## src/rtl/dma_route_chan.sv

```systemverilog
module dma_route_chan #(
  parameter int NUM_REQ  = 127,
  parameter int NUM_SYNC = 8,
  parameter int MASK_CYC = 3,
  parameter int FILT_LEN = 3
) (
  input  logic                clk,
  input  logic                rst_n,
  input  logic [NUM_REQ-1:0]  req_in,
  input  logic [NUM_SYNC-1:0] sync_in,
  input  logic                served,
  input  logic                cfg_we,
  input  logic [31:0]         cfg_wdata,
  input  logic                ovr_clr,
  output logic                req_out,
  output logic                evt_out,
  output logic                ovr_flag,
  output logic                ovr_irq
);
  localparam int MW = $clog2(MASK_CYC + 1);

  logic [6:0] id_q;
  logic [4:0] nb_q, cnt_q, nb_new;
  logic [2:0] ssel_q;
  logic [1:0] pol_q;
  logic       oie_q, ege_q, se_q, conn;
  logic [MW-1:0] mask_q;

  logic [NUM_SYNC-1:0] s1, s2;
  logic [FILT_LEN-1:0] hist;
  logic acc, sel_sync, sel_req, settled, changed, pol_hit, sync_evt, served_ok;

  logic unused_bits;
  assign unused_bits = ^{cfg_wdata[31:27], cfg_wdata[15:10], cfg_wdata[7]};

  always_comb begin
    sel_req = 1'b0;
    if (id_q != 7'd0 && int'(id_q) <= NUM_REQ) sel_req = req_in[id_q - 7'd1];
  end

  always_comb begin
    sel_sync = 1'b0;
    if (int'(ssel_q) < NUM_SYNC) sel_sync = s2[ssel_q];
  end

  assign settled   = (&hist) | ~(|hist);
  assign changed   = settled && (hist[0] != acc);
  assign pol_hit   = changed && ((hist[0] && pol_q[0]) || (!hist[0] && pol_q[1]));
  assign sync_evt  = se_q && pol_hit && (mask_q == '0);
  assign req_out   = sel_req && (!se_q || conn);
  assign served_ok = served && req_out;
  assign nb_new    = (!se_q && !ege_q) ? cfg_wdata[23:19] : nb_q;
  assign ovr_irq   = ovr_flag && oie_q;

  always_ff @(posedge clk or negedge rst_n) begin
    if (!rst_n) begin
      s1   <= '0;
      s2   <= '0;
      hist <= '0;
      acc  <= 1'b0;
    end else begin
      s1   <= sync_in;
      s2   <= s1;
      hist <= {hist[FILT_LEN-2:0], sel_sync};
      if (changed) acc <= hist[0];
    end
  end

  always_ff @(posedge clk or negedge rst_n) begin
    if (!rst_n) begin
      id_q    <= '0;
      oie_q   <= 1'b0;
      ege_q   <= 1'b0;
      se_q    <= 1'b0;
      pol_q   <= '0;
      nb_q    <= '0;
      ssel_q  <= '0;
      cnt_q   <= '0;
      conn    <= 1'b0;
      mask_q  <= '0;
      evt_out <= 1'b0;
    end else begin
      evt_out <= 1'b0;
      if (cfg_we) begin
        id_q   <= cfg_wdata[6:0];
        oie_q  <= cfg_wdata[8];
        ege_q  <= cfg_wdata[9];
        se_q   <= cfg_wdata[16];
        pol_q  <= cfg_wdata[18:17];
        ssel_q <= cfg_wdata[26:24];
        nb_q   <= nb_new;
        cnt_q  <= nb_new;
        conn   <= 1'b0;
        mask_q <= MW'(MASK_CYC);
      end else begin
        if (mask_q != '0) mask_q <= mask_q - MW'(1);
        if (served_ok) begin
          if (cnt_q == '0) begin
            cnt_q   <= nb_q;
            evt_out <= ege_q;
            if (se_q) conn <= 1'b0;
          end else begin
            cnt_q <= cnt_q - 5'd1;
          end
        end
        if (sync_evt && !conn && sel_req) conn <= 1'b1;
      end
    end
  end

  always_ff @(posedge clk or negedge rst_n) begin
    if (!rst_n) ovr_flag <= 1'b0;
    else if (sync_evt && conn) ovr_flag <= 1'b1;
    else if (ovr_clr) ovr_flag <= 1'b0;
  end
endmodule

```

## config.mk

```make
export PLATFORM = sky130hd
export DESIGN_NAME = dma_route_chan
export DESIGN_NICKNAME = d
export VERILOG_FILES = /design/src/rtl/dma_route_chan.sv
export SDC_FILE = /design/constraint.sdc
export NUM_CORES = 1
export LEC_CHECK = 0
export BUFFER_PORTS_ARGS = -buffer_cell sky130_fd_sc_hd__buf_4
export CAP_MARGIN = 20
export CORE_ASPECT_RATIO = 1.5
export CORE_MARGIN = 2
export CORE_UTILIZATION = 46
export DETAILED_ROUTE_END_ITERATION = 10
export GPL_TIMING_DRIVEN = 0
export MAX_ROUTING_LAYER = met4
export PLACE_DENSITY = 0.82
export SLEW_MARGIN = 20
export SYNTH_ARGS = -nofsm -noshare
export SYNTH_HDL_FRONTEND = slang
export SYNTH_SLANG_ARGS = --single-unit
```

## constraint.sdc

```tcl
create_clock -name clk -period 3.65 [get_ports clk]
set_input_delay 0.5475 -clock clk [delete_from_list [all_inputs] [get_ports clk]]
set_output_delay 0.5475 -clock clk [all_outputs]
set_load 0.05 [all_outputs]
```

==> results of run 1 <==
-- how the worst max path moves through the flow --
stage / from / endpoint / cells after the start
2_1_floorplan: id_q[0]$_DFFE_PN0P_ / req_out / 12
3_3_place_gp: id_q[0]$_DFFE_PN0P_ / req_out / 14
3_5_place_dp: id_q[0]$_DFFE_PN0P_ / req_out / 14
4_1_cts: id_q[0]$_DFFE_PN0P_ / req_out / 13
5_1_grt: id_q[0]$_DFFE_PN0P_ / req_out / 13
6_report: id_q[0]$_DFFE_PN0P_ / req_out / 14
-- worst reg2reg max path: cells and delay by family, from the launching register on --
family | cells | cell delay [ns]
compound gates | 3 | 0.67
fa+ha+maj | 1 | 0.28
buf+inv | 6 | 0.82
flops | 1 | 0.36
mux | 3 | 1.01
simple gates | 1 | 0.06
-- sequential cells by signal, summed over array words and instances, names as in the netlist, 2 cells and up --
signal  flops
s1          8
s2          8
id_q        7
cnt_q       5
nb_q        5
hist        3
ssel_q      3
mask_q      2
pol_q       2
-- kinds of logic after synthesis --
| group | count (synthesis) | share of synthesized area [%] |
|---|---|---|
| AOI/OAI and AO/OA | 33 | 7.22 |
| xor gates and xnor gates | 8 | 2.93 |
| adders and majority gates | 4 | 1.52 |
| buffers and inverters | 23 | 3.31 |
| DFF | 50 | 38.0 |
| muxes | 80 | 37.8 |
| and+or+nand+nor | 58 | 9.24 |
-- layer usage --
layer | track usage (%) | vias up | share of wire (%)
met3 | 6.37 | 19 | 9.7
li1 | - | 1346 | -
met5 | - | - | 0
met2 | 46.2 | 148 | 56
met1 | 24.4 | 1397 | 32
met4 | 7.67 | 0 | 1.8
-- metrics by stage --
step / hold WS, ns / worst slack, ns / TNS [ns] / area (um2) / cells
after global placement: 0.332 / -0.492 / -1.72 / 4610 / 496
after CTS: 0.270 / 0.0405 / 0 / 4820 / 509
after detailed placement: 0.337 / -0.503 / -1.99 / 4610 / 496
after global routing: 0.286 / 0.00803 / 0 / 4840 / 509
final: 0.243 / 0.136 / 0 / 4840 / 509
after floorplan: 0.252 / 0.0361 / 0 / 3290 / 256
-- Yosys cell counts, types with 2 or more instances --
cell      instances
and2_1            2
o21ai_0           8
mux2i_1          26
dfrtp_1          50
o211ai_1          3
or4_1             2
buf_4             2
nand3_1           5
mux4_2           28
o31ai_1           2
a22oi_1           2
a21oi_1           5
xor2_1            3
o311ai_0          3
ha_1              4
nand2_1          17
clkbuf_1          2
or3_1             2
mux2_2           22
nor3_1            5
inv_1             9
or3b_2            2
buf_2             6
mux4_1            4
buf_1             2
nand4_1           2
xnor2_1           3
nor2_1           12
-- power breakdown --
group / switching (uW) / total [uW] / internal, uW
logic: 318 / 759 / 441
clock network: 173 / 375 / 201
registers: 64.6 / 697 / 633
total: 556 / 1830 / 1280
-- final cells by class --
class / count / area, um2 / share of cell area (%)
Multi-Input combinational cell: 183 / 1960 / 40.4
Timing Repair Buffer: 168 / 1260 / 26.1
Sequential cell: 50 / 1250 / 25.9
Buffer: 13 / 124 / 2.56
Tap cell: 78 / 97.6 / 2.02
Clock buffer: 5 / 68.8 / 1.42
Inverter: 10 / 41.3 / 0.853
Clock inverter: 2 / 38.8 / 0.801
-- repair_timing --
item                       in CTS  in global routing
buffers inserted                6                  0
pin swaps                       3                  2
gates cloned                    0                  0
gates resized for setup        20                  3
setup endpoints to repair       8                  1
==> impl_metrics.yaml, run 1 <==
sta:
  fmaxAchievable_mhz: 285
  period_needed_ns: 3.51
  clock_skew_ns: 0.00844
  worst_pin_slew_ns: 0.933
  grt_setup_unrepaired: "false"
  period_share_pct: 96.3
  slew_headroom_pct: 37.3
  slew_violations: 0
  hold_viol_final: 0
  final-setup-viol-count: 0
setup_path:
  critPathBufInv: 7
  critPathSlowestCell: "dfrtp_1"
  path_max_fanout: 10
  rr_endpoint: "cnt_q[3]$_DFFE_PN0P_"
  path_cells: "buf_8, buf_12, clkinvlp_4, ha_4, buf_8, buf_8, buf_6, mux4_2, mux2i_2, mux2i_1, a32oi_1, a32o_2, nor2_2, buf_4"
  required_ns: 3.10
  critPathLaunchType: "register"
  max_stage_delay_ns: 0.36
  r2r_cells: 14
  cp-end-kind: "primary output"
  path_class: "register to primary output"
  cpLargestDelayFamily: "buffers and inverters"
  worst_ep_arrival_time_ns: 2.97
  r2r_slack_ns: 0.37
  cp_common_cell: "buf_8"
  rr_startpoint: "id_q[0]$_DFFE_PN0P_"
yosys:
  yosysWarnings: 0
  syn-mean-instance-area_um2: 12.9
  ys_ff_latch: 50
  syn_inst: 256
  yosysSeqAreaShare_pct: 38.0
  mappedNetlistArea_um2: 3290
  ys.flop_type: "dfrtp_1"
  yosysUniqueCellTypes: 51
  synth_fp_nets: 432
  synth_edf_count: 0
  netlist.top_cell.by_area: "dfrtp_1"
  yosysTopAreaCellShare_pct: 38.0
  synth_async_sr_flop_share_pct: 100
  synth_area_leaders: "dfrtp_1, mux4_2, mux2i_1"
global_routing:
  grt_antenna_before_repair: 0
  grt_use_total_pct: 24.8
  grt_pass1_wl_um: 14600
  grt_max_degree: 51
  grt_pass1_vias: 3113
  overflow: 0
cts:
  cts_buffers: 5
  htree_levels: 2
  clkLatencyLatePin_ns: 0.30
  clk_pin_slew_worst_paths_ns: 0.08
  ctsRootBufferMaster: "clkbuf_8"
  cts_hold_buf: 0
  tritoncts: "built"
  cts.path.max_buffers: 2
  cts.sinks: 50
place:
  portBuffers: 162
  gp_congestion: 0.874
  dp_hpwl_um: 7880
floorplan:
  die_y_um: 108
  rows: 37
  floorplan.initialDensity_pct: 47.7
  io_pins: 176
  coreArea_um2: 6900
  die_w_um: 73.1
  die_area_um2: 7860
cells_and_area:
  fin_util_pct: 70.2
  final_common_cell: "buf_4"
  drive_gt1_share_pct: 57.5
  area_delta_synth_final_pct: 47.0
  antennaDiodeCount: 0
  final_nets: 607
  fillers: 498
  final_cell_mix: "buf_4, dfrtp_1, mux4_2"
pwr:
  cellPowerDensity_nw_per_um2: 378
  vdd_drop_max_v: 0.000406
  p_leak_uw: 0.00223
  power.total_uw: 1830
route:
  avgViaCountPerCell: 5.72
  drc: 0
  vias: 2910
  wire_per_inst_um: 18.8
  detail-route-antenna-nets: 0
  drt-total-wl_um: 9590
  dr.pass1.iters: 7
  drtIter0Drc: 94
run:
  drv_cap: 0
worst_hold_path:
  hold_path.class: "input pin to async pin"
outcome:
  status: "complete, no violations"
(Power assumes the default switching activity.)
==> inputs of run 2 (changes only) <==
--- a/config.mk
+++ b/config.mk
@@ -19,2 +19,3 @@
 export SYNTH_HDL_FRONTEND = slang
 export SYNTH_SLANG_ARGS = --single-unit
+export TNS_END_PERCENT = 1
==> constraint.sdc (replaced) <==
create_clock -name clk -period 3.65 [get_ports clk]
set_input_delay 0.73 -clock clk [delete_from_list [all_inputs] [get_ports clk]]
set_output_delay 0.73 -clock clk [all_outputs]
set_load 0.05 [all_outputs]
==> impl_metrics.yaml, run 2 (synthesized netlist as in run 1, its figures left out) <==
cells_and_area:
  fin_area_um2: 4950
  top_regs: "s1 (8), s2 (8), id_q (7)"
  fin_cells: 515
  final_nets: 612
  final_cell_mix: "buf_4, dfrtp_1, mux4_2"
  area_delta_synth_final_pct: 50.5
  drive_gt1_share_pct: 59.3
  final_common_cell: "buf_4"
  antennaDiodeCount: 0
route:
  detail-route-antenna-nets: 0
  dr.pass1.iters: 4
  drtIter0Drc: 138
  vias: 2949
  drt-total-wl_um: 9910
  drc: 0
  avgViaCountPerCell: 5.73
  wire_per_inst_um: 19.2
global_routing:
  grt_pass1_wl_um: 15200
  overflow: 0
  grt_pass1_vias: 3200
  grt_antenna_before_repair: 0
  grt_max_degree: 51
  grt_use_total_pct: 25.8
pwr:
  seqPwrFrac_pct: 36.6
  p_sw_share_pct: 31.2
  pwr-share-clk_pct: 20.8
  p_leak_uw: 0.00227
  cellPowerDensity_nw_per_um2: 385
  vdd_drop_max_v: 0.000396
  comb_power_share_pct: 42.5
  intPower_uw: 1310
  p_switching_uw: 594
  power.total_uw: 1910
sta:
  clock_skew_ns: 0.00266
  final-setup-viol-count: 0
  grt_setup_unrepaired: "true"
  period_share_pct: 98.9
  setup_slack_ns: 0.0393
  slew_headroom_pct: 36.2
  worst_pin_slew_ns: 0.949
  fmaxAchievable_mhz: 277
  slew_violations: 0
  hold_viol_final: 0
  setup_tns_ns: 0
  period_needed_ns: 3.61
place:
  place_area_um2: 4610
  portBuffers: 162
  dp.cells: 496
  dp_hpwl_um: 7820
  gp_congestion: 0.831
  preCtsSetupSlack_ns: -0.720
setup_path:
  r2r_slack_ns: 0.37
  cp-end-kind: "primary output"
  critPathLaunchType: "register"
  path_class: "register to primary output"
  required_ns: 2.92
  worst_ep_arrival_time_ns: 2.88
  path_max_fanout: 5
cts:
  clk_pin_slew_worst_paths_ns: 0.09
  cts_hold_buf: 0
  ctsRootBufferMaster: "clkbuf_8"
  cts.path.max_buffers: 2
  tritoncts: "built"
  cts.sinks: 50
  cts_buffers: 5
  clkLatencyLatePin_ns: 0.30
  htree_levels: 2
floorplan:
  coreArea_um2: 6900
  io_pins: 176
  die_area_um2: 7860
  die_w_um: 73.1
  die_y_um: 108
  rows: 37
  floorplan.initialDensity_pct: 47.7
run:
  drv_cap: 0
worst_hold_path:
  hold_path.class: "register to register"
outcome:
  status: "complete, no violations"
## run 2: cell count changes in the layout (fill, tap and decap cells not counted), sizes merged
cell / before / now
clkinv: 2 / 1
buf: 179 / 184
inv: 8 / 9
clkinvlp: 1 / 2
## run 2: cell type report
| cell class | count | area, um2 |
|---|---|---|
| multi-input combinational | 183 | 1990 |
| fill | 483 | 1940 |
| timing repair buffer | 175 | 1350 |
| sequential | 50 | 1250 |
| buffer | 11 | 108 |
| tap | 78 | 97.6 |
| clock buffer | 5 | 68.8 |
| clock inverter | 3 | 48.8 |
| inverter | 10 | 41.3 |
## run 2: repair_timing
action | in CTS | in global routing
buffers inserted | 11 | 1
cloned | 1 | 0
gates resized for setup | 29 | 8
endpoints found under the setup margin | 8 | 1
pin swaps | 5 | 6
## run 2: stage by stage
stage	hold slack (ns)	utilization [%]
after floorplan	0.331	-
after global placement	0.332	66.9
after detailed placement	0.336	66.9
after CTS	0.358	71.5
after global routing	0.360	71.8
final	0.355	71.8
## run 2: worst paths after layout
kind	from	end	cells past startpoint
max	id_q[0]$_DFFE_PN0P_	req_out	12
min reg2reg	s1[4]$_DFF_PN0_	s2[4]$_DFF_PN0_	0
max in group asynchronous	rst_n	cnt_q[4]$_DFFE_PN0P_	1
max reg2reg	id_q[0]$_DFFE_PN0P_	cnt_q[1]$_DFFE_PN0P_	13
min in group asynchronous	rst_n	s1[7]$_DFF_PN0_	1
min	s1[4]$_DFF_PN0_	s2[4]$_DFF_PN0_	0
## run 2: metal layers
metal	vias up	share of wire [%]	track usage [%]
met5	-	0	-
li1	1354	-	-
met3	30	8.7	5.62
met1	1412	33	26.2
met4	0	3.3	9.39
met2	153	55	47.2
## run 2: power by group through the flow
stage | clock (uW) | combinational (uW) | sequential (uW)
floorplan | 0 | 472 | 689
global placement | 0 | 693 | 702
detailed placement | 0 | 709 | 707
CTS | 409 | 800 | 697
global route | 434 | 875 | 711
finish | 397 | 811 | 698
## run 2: worst max-delay path, cell delays in order (launching register included)
cell and delay [ns]:
dfrtp_1 0.36, buf_8 0.11, buf_12 0.09, clkinvlp_4 0.10
ha_4 0.30, buf_6 0.14, mux2i_2 0.14, mux4_2 0.52
nor3_4 0.21, a2111oi_4 0.07, a32o_2 0.27, nor2_4 0.10
buf_8 0.15
==> inputs of run 3 (changes only) <==
==> constraint.sdc (replaced) <==
create_clock -name clk -period 3.65 [get_ports clk]
set_input_delay 0.73 -clock clk [delete_from_list [all_inputs] [get_ports clk]]
set_output_delay 0.73 -clock clk [all_outputs]
set_load 0.01 [all_outputs]
==> impl_metrics.yaml, run 3 (synthesized netlist as in run 1, its figures left out) <==
outcome:
  status: "finished, violations left"
  violations: "negative setup slack"
cells_and_area:
  antennaDiodeCount: 0
  final_common_cell: "buf_4"
  drive_gt1_share_pct: 59.9
  top_regs: "s1 (8), s2 (8), id_q (7)"
  fin_area_um2: 4900
  fin_cells: 517
  final_nets: 614
  area_delta_synth_final_pct: 49.0
  final_cell_mix: "buf_4, dfrtp_1, mux4_2"
floorplan:
  io_pins: 176
  die_w_um: 73.1
  floorplan.initialDensity_pct: 47.7
  die_area_um2: 7860
  die_y_um: 108
  coreArea_um2: 6900
  rows: 37
route:
  drtIter0Drc: 133
  wl_met2_um: 5590
  dr.pass1.iters: 4
  met3_length_um: 1050
  drt-total-wl_um: 10100
  wire_per_inst_um: 19.6
  top_layer: "met4"
  m1WireLength_um: 3270
  vias: 3021
  avgViaCountPerCell: 5.84
  drc: 0
  detail-route-antenna-nets: 0
place:
  portBuffers: 162
  dp_hpwl_um: 7850
  preCtsSetupSlack_ns: -0.612
  place_area_um2: 4610
  gp_congestion: 0.901
  dp.cells: 496
sta:
  slew_violations: 0
  hold_viol_final: 0
  grt_setup_unrepaired: "true"
  worst_pin_slew_ns: 0.947
  timing.hold.ws_ns: 0.356
  slew_headroom_pct: 36.4
  clock_skew_ns: 0.00843
  fmaxAchievable_mhz: 272
  setup_slack_ns: -0.0243
  final-setup-viol-count: 1
  period_needed_ns: 3.67
  period_share_pct: 101
cts:
  cts.sinks: 50
  cts_buffers: 5
  cts_hold_buf: 0
  clkLatencyLatePin_ns: 0.30
  clk_pin_slew_worst_paths_ns: 0.10
  htree_levels: 2
  cts.path.max_buffers: 2
  ctsRootBufferMaster: "clkbuf_8"
  tritoncts: "built"
setup_path:
  r2r_slack_ns: 0.27
  worst_ep_arrival_time_ns: 2.94
  path_class: "register to primary output"
  crit_start: "id_q[0]$_DFFE_PN0P_"
  cp-end-kind: "primary output"
  path_max_fanout: 5
  critPathLaunchType: "register"
  required_ns: 2.92
  r2r_cells: 14
  rr_startpoint: "id_q[0]$_DFFE_PN0P_"
  rr_endpoint: "cnt_q[3]$_DFFE_PN0P_"
pwr:
  cellPowerDensity_nw_per_um2: 386
  vdd_drop_max_v: 0.000369
  p_leak_uw: 0.00226
worst_hold_path:
  whs_endpoint: "s2[3]$_DFF_PN0_"
  hold_path.class: "register to register"
  holdCritStartpoint: "s1[3]$_DFF_PN0_"
  hold_depth: 0
global_routing:
  overflow: 0
  grt_pass1_wl_um: 15000
  grt_use_total_pct: 25.5
  grt_pass1_vias: 3150
  grt_max_degree: 51
  grt_antenna_before_repair: 0
run:
  drv_cap: 0
==> run 3: worst max-delay path by stage <==
stage | to | slack, ns | cells past startpoint
6_report | req_out | -0.02 | 11
5_1_grt | req_out | -0.12 | 11
4_1_cts | req_out | 0.03 | 12
3_5_place_dp | req_out | -0.61 | 14
3_3_place_gp | req_out | -0.60 | 14
2_1_floorplan | req_out | 0.08 | 12
==> run 3: through the flow <==
step	setup TNS [ns]	total power, uW	util (%)
floorplan	0	1150	-
global placement	-1.50	1380	66.8
detailed placement	-1.83	1400	66.8
CTS	0	1870	70.7
global route	-0.120	2000	71.1
finish	-0.0243	1890	71.1
==> run 3: routing by layer <==
metal,vias to the layer above,GRT usage (%)
met5,-,-
met4,0,8.73
met3,18,5.99
met2,163,45.5
met1,1485,27.0
li1,1355,-
==> run 3: worst max-delay path, cell delays in order (launching register included) <==
cell        delay (ns)
dfrtp_1           0.43
buf_12            0.13
clkinvlp_4        0.10
ha_4              0.20
xor2_4            0.26
buf_6             0.15
mux4_2            0.50
mux2i_1           0.21
o221a_1           0.24
a32o_2            0.23
nor2_2            0.05
buf_4             0.13
==> run 3: repair_timing <==
action,CTS,global route
pin swaps,4,5
gates resized for setup,21,13
setup endpoints to repair,8,1
buffers inserted,12,2
==> run 3: final cells by class <==
type,instances,area (um2)
plain buffers,12,109
clock buffers,5,68.8
clock inverters,3,48.8
fillers,491,1990
inverters,10,41.3
multi-input cells,183,1960
flip-flops and latches,50,1250
well taps,78,97.6
repair buffers,176,1330
==> run 3: report_power, final <==
| part | internal (uW) | switching, uW |
|---|---|---|
| sequential | 633 | 66.4 |
| clock | 209 | 189 |
| combinational | 464 | 331 |
